$ cat src/rtl/xf_pkg.sv
package xf_pkg;
  localparam int ADDR_W = 64;
  typedef logic [ADDR_W-1:0] addr_t;
  typedef logic [2:0]        perm_t;

  typedef enum logic [1:0] {
    ASM_PRIMARY   = 2'b00,
    ASM_UNUSABLE  = 2'b01,
    ASM_SECONDARY = 2'b10,
    ASM_HOME      = 2'b11
  } as_mode_e;

  localparam logic [1:0] ACC_READ  = 2'd0;
  localparam logic [1:0] ACC_WRITE = 2'd1;
  localparam logic [1:0] ACC_FETCH = 2'd2;

  localparam perm_t PERM_R   = 3'b001;
  localparam perm_t PERM_W   = 3'b010;
  localparam perm_t PERM_X   = 3'b100;
  localparam perm_t PERM_ALL = 3'b111;

  function automatic addr_t page_align(addr_t a, int unsigned pbits);
    addr_t m;
    m = '1;
    m = m << pbits;
    return a & m;
  endfunction

  function automatic addr_t relocate(addr_t r, addr_t pfx, addr_t win);
    if (r < win)                          return pfx + r;
    else if (r >= pfx && r < pfx + win)   return r - pfx;
    else                                  return r;
  endfunction

  function automatic perm_t keep_mask(as_mode_e m, logic [1:0] kind);
    if (m == ASM_SECONDARY)
      return (kind == ACC_FETCH) ? PERM_X : (PERM_R | PERM_W);
    return PERM_ALL;
  endfunction
endpackage

$ cat src/rtl/xf_desig_sel.sv
module xf_desig_sel
  import xf_pkg::*;
#(
  parameter int AW = ADDR_W
) (
  input  logic [1:0]    mode,
  input  logic [1:0]    kind,
  input  logic [AW-1:0] cr_pri,
  input  logic [AW-1:0] cr_sec,
  input  logic [AW-1:0] cr_hom,
  output logic [AW-1:0] desig,
  output perm_t         keep,
  output logic          mode_bad
);
  as_mode_e m;
  assign m = as_mode_e'(mode);

  always_comb begin
    desig    = cr_pri;
    mode_bad = 1'b0;
    unique case (m)
      ASM_PRIMARY:   desig = cr_pri;
      ASM_HOME:      desig = cr_hom;
      ASM_SECONDARY: desig = (kind == ACC_FETCH) ? cr_pri : cr_sec;
      default:       mode_bad = 1'b1;
    endcase
  end

  assign keep = keep_mask(m, kind);

  always_comb begin
    a_fetch_mask_r4: assert (!(m == ASM_SECONDARY && kind == ACC_FETCH) || keep == PERM_X);
  end
endmodule

$ cat src/rtl/xf_prefix.sv
module xf_prefix
  import xf_pkg::*;
#(
  parameter int AW       = ADDR_W,
  parameter int WIN_BITS = 13
) (
  input  logic [AW-1:0] real_addr,
  input  logic [AW-1:0] pfx,
  input  logic [AW-1:0] mem_size,
  output logic [AW-1:0] abs_addr,
  output logic          in_range
);
  localparam addr_t WIN = addr_t'(1) << WIN_BITS;

  assign abs_addr = relocate(real_addr, pfx, WIN);
  assign in_range = (abs_addr <= mem_size);
endmodule

$ cat src/rtl/xlat_front.sv
module xlat_front
  import xf_pkg::*;
#(
  parameter int PAGE_BITS = 12,
  parameter int WIN_BITS  = 13
) (
  input  logic              clk,
  input  logic              rst_n,
  input  logic              req_valid,
  output logic              req_ready,
  input  logic [63:0]       req_laddr,
  input  logic [1:0]        req_kind,
  input  logic [1:0]        req_mode,
  input  logic              req_xlat_en,
  input  logic [63:0]       cr_primary,
  input  logic [63:0]       cr_secondary,
  input  logic [63:0]       cr_home,
  input  logic [63:0]       prefix,
  input  logic [63:0]       mem_size,
  output logic              walk_start,
  output logic [63:0]       walk_desig,
  output logic [63:0]       walk_vaddr,
  output logic [1:0]        walk_kind,
  input  logic              walk_done,
  input  logic              walk_fault,
  input  logic [63:0]       walk_raddr,
  input  logic [2:0]        walk_perm,
  output logic              rsp_done,
  output logic              rsp_fault,
  output logic              rsp_mode_err,
  output logic [63:0]       rsp_abs,
  output logic [2:0]        rsp_perm,
  output logic              rsp_in_range
);
  typedef enum logic {ST_IDLE, ST_WALK} st_e;
  st_e st;

  addr_t laddr_pg;
  addr_t sel_desig;
  perm_t sel_keep;
  logic  sel_bad;
  perm_t keep_q;
  logic  sec_fetch_q;

  assign laddr_pg = page_align(req_laddr, PAGE_BITS);

  xf_desig_sel #(.AW(ADDR_W)) u_sel (
    .mode(req_mode), .kind(req_kind),
    .cr_pri(cr_primary), .cr_sec(cr_secondary), .cr_hom(cr_home),
    .desig(sel_desig), .keep(sel_keep), .mode_bad(sel_bad)
  );

  // Named events used by the FSM and the assertions
  logic accept, fin_bypass, fin_moderr, fin_walk, fin, fin_fault;
  assign req_ready  = (st == ST_IDLE);
  assign accept     = req_valid && req_ready;
  assign fin_bypass = accept && !req_xlat_en;
  assign fin_moderr = accept && req_xlat_en && sel_bad;
  assign fin_walk   = (st == ST_WALK) && walk_done;
  assign fin        = fin_bypass || fin_moderr || fin_walk;
  assign fin_fault  = fin_moderr || (fin_walk && walk_fault);

  addr_t fin_real, fin_abs;
  perm_t fin_perm;
  logic  fin_inr;
  assign fin_real = fin_walk ? walk_raddr : laddr_pg;
  assign fin_perm = fin_walk ? (walk_perm & keep_q) : PERM_ALL;

  xf_prefix #(.AW(ADDR_W), .WIN_BITS(WIN_BITS)) u_pfx (
    .real_addr(fin_real), .pfx(prefix), .mem_size(mem_size),
    .abs_addr(fin_abs), .in_range(fin_inr)
  );

  always_ff @(posedge clk) begin
    if (!rst_n) begin
      st          <= ST_IDLE;
      walk_start  <= 1'b0;
      walk_desig  <= '0;
      walk_vaddr  <= '0;
      walk_kind   <= '0;
      keep_q      <= PERM_ALL;
      sec_fetch_q <= 1'b0;
    end else begin
      walk_start <= 1'b0;
      if (accept && req_xlat_en && !sel_bad) begin
        st          <= ST_WALK;
        walk_start  <= 1'b1;
        walk_desig  <= sel_desig;
        walk_vaddr  <= laddr_pg;
        walk_kind   <= req_kind;
        keep_q      <= sel_keep;
        sec_fetch_q <= (req_mode == ASM_SECONDARY) && (req_kind == ACC_FETCH);
      end else if (fin_walk) begin
        st <= ST_IDLE;
      end
    end
  end

  always_ff @(posedge clk) begin
    if (!rst_n) begin
      rsp_done     <= 1'b0;
      rsp_fault    <= 1'b0;
      rsp_mode_err <= 1'b0;
      rsp_abs      <= '0;
      rsp_perm     <= '0;
      rsp_in_range <= 1'b0;
    end else begin
      rsp_done <= fin;
      if (fin) begin
        rsp_fault    <= fin_fault;
        rsp_mode_err <= fin_moderr;
        rsp_abs      <= fin_fault ? '0 : fin_abs;
        rsp_perm     <= fin_fault ? '0 : fin_perm;
        rsp_in_range <= fin_fault ? 1'b0 : fin_inr;
      end
    end
  end

  p_bypass_nowalk_r2: assert property (@(posedge clk) disable iff (!rst_n)
    fin_bypass |=> !walk_start);
  p_moderr_nowalk_r9: assert property (@(posedge clk) disable iff (!rst_n)
    fin_moderr |=> (!walk_start && rsp_fault && rsp_mode_err));
  p_start_pulse_r3: assert property (@(posedge clk) disable iff (!rst_n)
    walk_start |=> !walk_start);
  p_done_pulse_r11: assert property (@(posedge clk) disable iff (!rst_n)
    rsp_done |=> !rsp_done);
  p_hold_abs_r11: assert property (@(posedge clk) disable iff (!rst_n)
    !rsp_done |-> ($stable(rsp_abs) && $stable(rsp_perm) && $stable(rsp_fault)));
  p_busy_r11: assert property (@(posedge clk) disable iff (!rst_n)
    walk_start |-> !req_ready);
  p_sec_fetch_perm_r4: assert property (@(posedge clk) disable iff (!rst_n)
    (fin_walk && sec_fetch_q) |=> (rsp_perm[1:0] == 2'b00));
  p_fault_clean_r10: assert property (@(posedge clk) disable iff (!rst_n)
    (rsp_done && rsp_fault) |-> (rsp_perm == 3'b000 && !rsp_in_range && rsp_abs == '0));
endmodule

$ cat config.mk
export PLATFORM = sky130hd
export DESIGN_NAME = xlat_front
export DESIGN_NICKNAME = d
export VERILOG_FILES = /design/src/rtl/xf_pkg.sv /design/src/rtl/xf_desig_sel.sv /design/src/rtl/xf_prefix.sv /design/src/rtl/xlat_front.sv
export SDC_FILE = /design/constraint.sdc
export NUM_CORES = 1
export LEC_CHECK = 0
export ABC_AREA = 1
export ABC_CLOCK_PERIOD_IN_PS = 5900
export BUFFER_PORTS_ARGS = -buffer_cell sky130_fd_sc_hd__clkbuf_2
export CAP_MARGIN = 20
export CORE_AREA = 2 2 261 263
export CTS_CLUSTER_DIAMETER = 120
export DETAILED_ROUTE_END_ITERATION = 8
export DIE_AREA = 0 0 263 265
export GPL_TIMING_DRIVEN = 1
export PLACE_DENSITY_LB_ADDON = 0.1
export SLEW_MARGIN = 10
export SYNTH_ARGS = -nofsm -noshare
export SYNTH_HDL_FRONTEND = slang
export SYNTH_SLANG_ARGS = --single-unit
$ cat constraint.sdc
create_clock -name clk -period 5.9 [get_ports clk]
set_input_delay 1.18 -clock clk [delete_from_list [all_inputs] [get_ports clk]]
set_output_delay 1.18 -clock clk [all_outputs]
set_load 0.02 [all_outputs]
==> reports/results.tsv <==
stage	metric	value	unit
cts	clk sinks	193	
finish	Filler Cells Inserted	7312	
yosys	synthesized cell area	26200	um2
status	failing checks	setup timing	
placement	IO buf count	639	
timing	Rel. slew slack	0.293	
yosys	Async SR Flop Fraction	0	
timing	Max Slew Vio Count	0	
setup_path	Critical Path RT	6.26	ns
yosys	Synth top area share	0.211	
yosys	ranking of synthesized cells by area	nand2_1, dfxtp_1, inv_1, ha_1, nor2_1	
cts	H-tree depth	4	
setup_path	Worst EP arrival	6.49	ns
timing	RSZ-0062 raised after global routing	yes	
setup_path	CP Max Fanout	6	
min_path	Hold Crit Class	reg2reg	
timing	final setup margin	-0.226	ns
global_route	first-pass GRT wire length	205000	um
cts	Max Root-Sink Buffers	2	
setup_path	crit start category	input port	
yosys	Cell variety after synth	46	
timing	Tmin final	6.13	ns
timing	worst hold slack	0.465	ns
setup_path	slowest stage cell, crit path	ha_1	
global_route	global route overflow	0	
floorplan	die width	263	um
floorplan	starting density of the core	0.393	
yosys	largest area contributor in the netlist	nand2_1	
pwr	Max IR drop VDD	0.213	mV
floorplan	Die Y-Extent	265	um
placement	Final HPWL DP	124000	um
global_route	initial antenna violation count	9	
yosys	ys flop type	dfxtp_1	
yosys	synth warn	0	
timing	Fmax	163	MHz
timing	worst slew pin tran	1.06	ns
setup_path	RR Endpoint	rsp_in_range	
finish	Nets	6580	
setup_path	max incr delay on CP	0.33	ns
finish	most common cell after layout, fill and taps aside	nand2_1	
finish	share of cells above drive strength 1	0.234	
timing	clk_skew	0.0231	ns
floorplan	# IOs	664	
cts	worst-skew pair later-pin latency	0.50	ns
timing	Setup-failing EPs final	1	
global_route	gr usage total	0.392	
setup_path	Critical path origin	prefix[14]	
timing	final hold vios	0	
min_path	Min-Delay Startpoint	rsp_abs[20]	
floorplan	row count	95	
yosys	EDFF count, synth	0	
cts	Clock Pin Slew Worst Setup and Hold Paths	0.08	ns
pwr	Cell Pwr Density	179	nW/um2
pwr	leak pwr	0.0209	uW
floorplan	core area	66800	um2
yosys	cell count after synthesis	4767	
drt	WL/cell	20.9	um
drt	DRC	0	
global_route	vias in the first global route	32400	
setup_path	R2R cell count	32	
setup_path	Worst Setup End Kind	flip-flop	
drt	Routed Antenna Nets	0	
drt	DR vias/cell	5.19	
setup_path	Crit Reg-Reg Startpoint	st	
finish	Area Overhead vs Synth	35.9	%
drt	first-iteration detailed-routing DRC count	3204	
setup_path	crit-path most repeated cell	nand2_1	
setup_path	reg-to-reg slack, setup	0.69	ns
global_route	pin count of the biggest net entering global routing	94	
placement	GPL Wtd Cong	1.07	
cts	TritonCTS clock tree	yes	
drt	via count	35100	
drt	router iterations before antenna repair	6	
timing	setup_tns	-0.226	ns
cts	CTS Buf Count	17	
cts	Post-CTS Hold Buffers	0	
status	run status	complete, but fails checks	
cts	root buf cell	clkbuf_16	
floorplan	Die Area	69700	um2
timing	fin crit share	1.04	
yosys	syn_area_per_cell	5.50	um2
flow_run	max-cap violation count	0	
pwr	Power Total	6360	uW
yosys	FF+latch count, synth	193	
finish	most frequent cells in the layout	nand2_1, inv_1, clkbuf_2	
drt	Post-Route WL	142000	um
setup_path	critical path endpoint	rsp_in_range	
yosys	register area share after synthesis	0.147	
setup_path	WS Path Type	in2reg	
## routing by layer
layer | vias to the layer above | part of all wire | global-route usage
met1 | 15900 | 0.44 | 0.524
met2 | 1537 | 0.42 | 0.598
met4 | 10 | 0.057 | 0.190
met3 | 278 | 0.087 | 0.0816
li1 | 17300 | - | -
met5 | - | 0.00097 | 0
## area by class of cell
type	count	area (um2)	area share
multi-input cells	3537	18600	0.523
repair buffers	1269	8190	0.230
flip-flops and latches	193	3860	0.108
inverters	855	3210	0.0901
well taps	873	1090	0.0307
clock buffers	17	425	0.0119
clock inverters	15	220	0.00618
diodes	2	5.00	0.000140
## Yosys cell counts, types with 2 or more instances
cell,count
nand2_1,1473
inv_1,850
nor2_1,523
nand3_1,313
ha_1,244
a21oi_1,223
dfxtp_1,193
o21ai_0,186
nand4_1,122
clkbuf_1,88
buf_2,84
xor2_1,73
a221oi_1,64
a22o_1,64
and3_1,54
nor3_1,53
o21ai_1,23
buf_4,19
nand3b_1,19
nor4_1,15
o21bai_1,12
xnor2_1,9
and2_1,8
o21a_1,8
a21o_1,6
nor2_2,5
o211ai_1,5
inv_2,4
nand2_2,4
or2_2,4
a21oi_4,2
buf_1,2
fa_1,2
## kinds of logic (layout without fill, tap and decap cells)
logic type,count (synthesis),count (layout),share of synthesized area
AO/OA/AOI/OAI,596,596,0.136
XOR/XNOR,82,82,0.0274
other,1,14,0.000143
AND/OR/NAND/NOR,2600,2601,0.414
adder cells (fa/ha/maj),246,246,0.118
buffers and inverters,1049,2156,0.157
flip-flops,193,193,0.147
## through the flow
| stage | util | instance area (um2) | setup WS (ns) | instances |
|---|---|---|---|---|
| floorplan | - | 26300 | 0.0493 | 4778 |
| global placement | 0.516 | 34500 | -1.12 | 6708 |
| detailed placement | 0.516 | 34500 | -1.14 | 6708 |
| CTS | 0.529 | 35300 | -0.184 | 6748 |
| global route | 0.533 | 35600 | -0.591 | 6760 |
| finish | 0.533 | 35600 | -0.226 | 6761 |
## power by group
part,internal (uW),switching [uW],leakage (uW)
logic,1330,2250,0.0190
clock network,626,693,0.000311
registers,1400,58.6,0.00158
total,3360,3000,0.0209
## worst min path at each step
stage | to | slack [ns] | cells past startpoint
6_report | rsp_abs[20] | 0.46 | 2
5_1_grt | rsp_abs[16] | 0.48 | 2
4_1_cts | rsp_abs[20] | 0.47 | 2
3_5_place_dp | rsp_abs[20] | 0.45 | 2
3_3_place_gp | rsp_abs[34] | 0.45 | 2
2_1_floorplan | keep_q[2] | 0.44 | 2
## timing repair
action / CTS / global route
buffers inserted: 7 / 10
pin swaps: 9 / 28
gates resized for setup: 32 / 43
endpoints found under the setup margin: 1 / 1
endpoints found under the hold margin: 0 / 0
cloned: 1 / 1
## flip-flops by register name, indices dropped and copies added, names as in the netlist
register / flops
walk_desig: 64
rsp_abs: 64
rsp_done: 1
rsp_perm: 3
walk_vaddr: 52
rsp_mode_err: 1
walk_start: 1
keep_q: 2
rsp_fault: 1
walk_kind: 2
st: 1
rsp_in_range: 1
## critical path: cells and delay by family
kind	cells	cell delay (ns)
AO/OA/AOI/OAI	4	0.49
XOR/XNOR	1	0.17
buffers and inverters	8	1.01
adder cells (fa/ha/maj)	3	0.74
AND/OR/NAND/NOR	25	2.86
(Power assumes the default switching activity.)
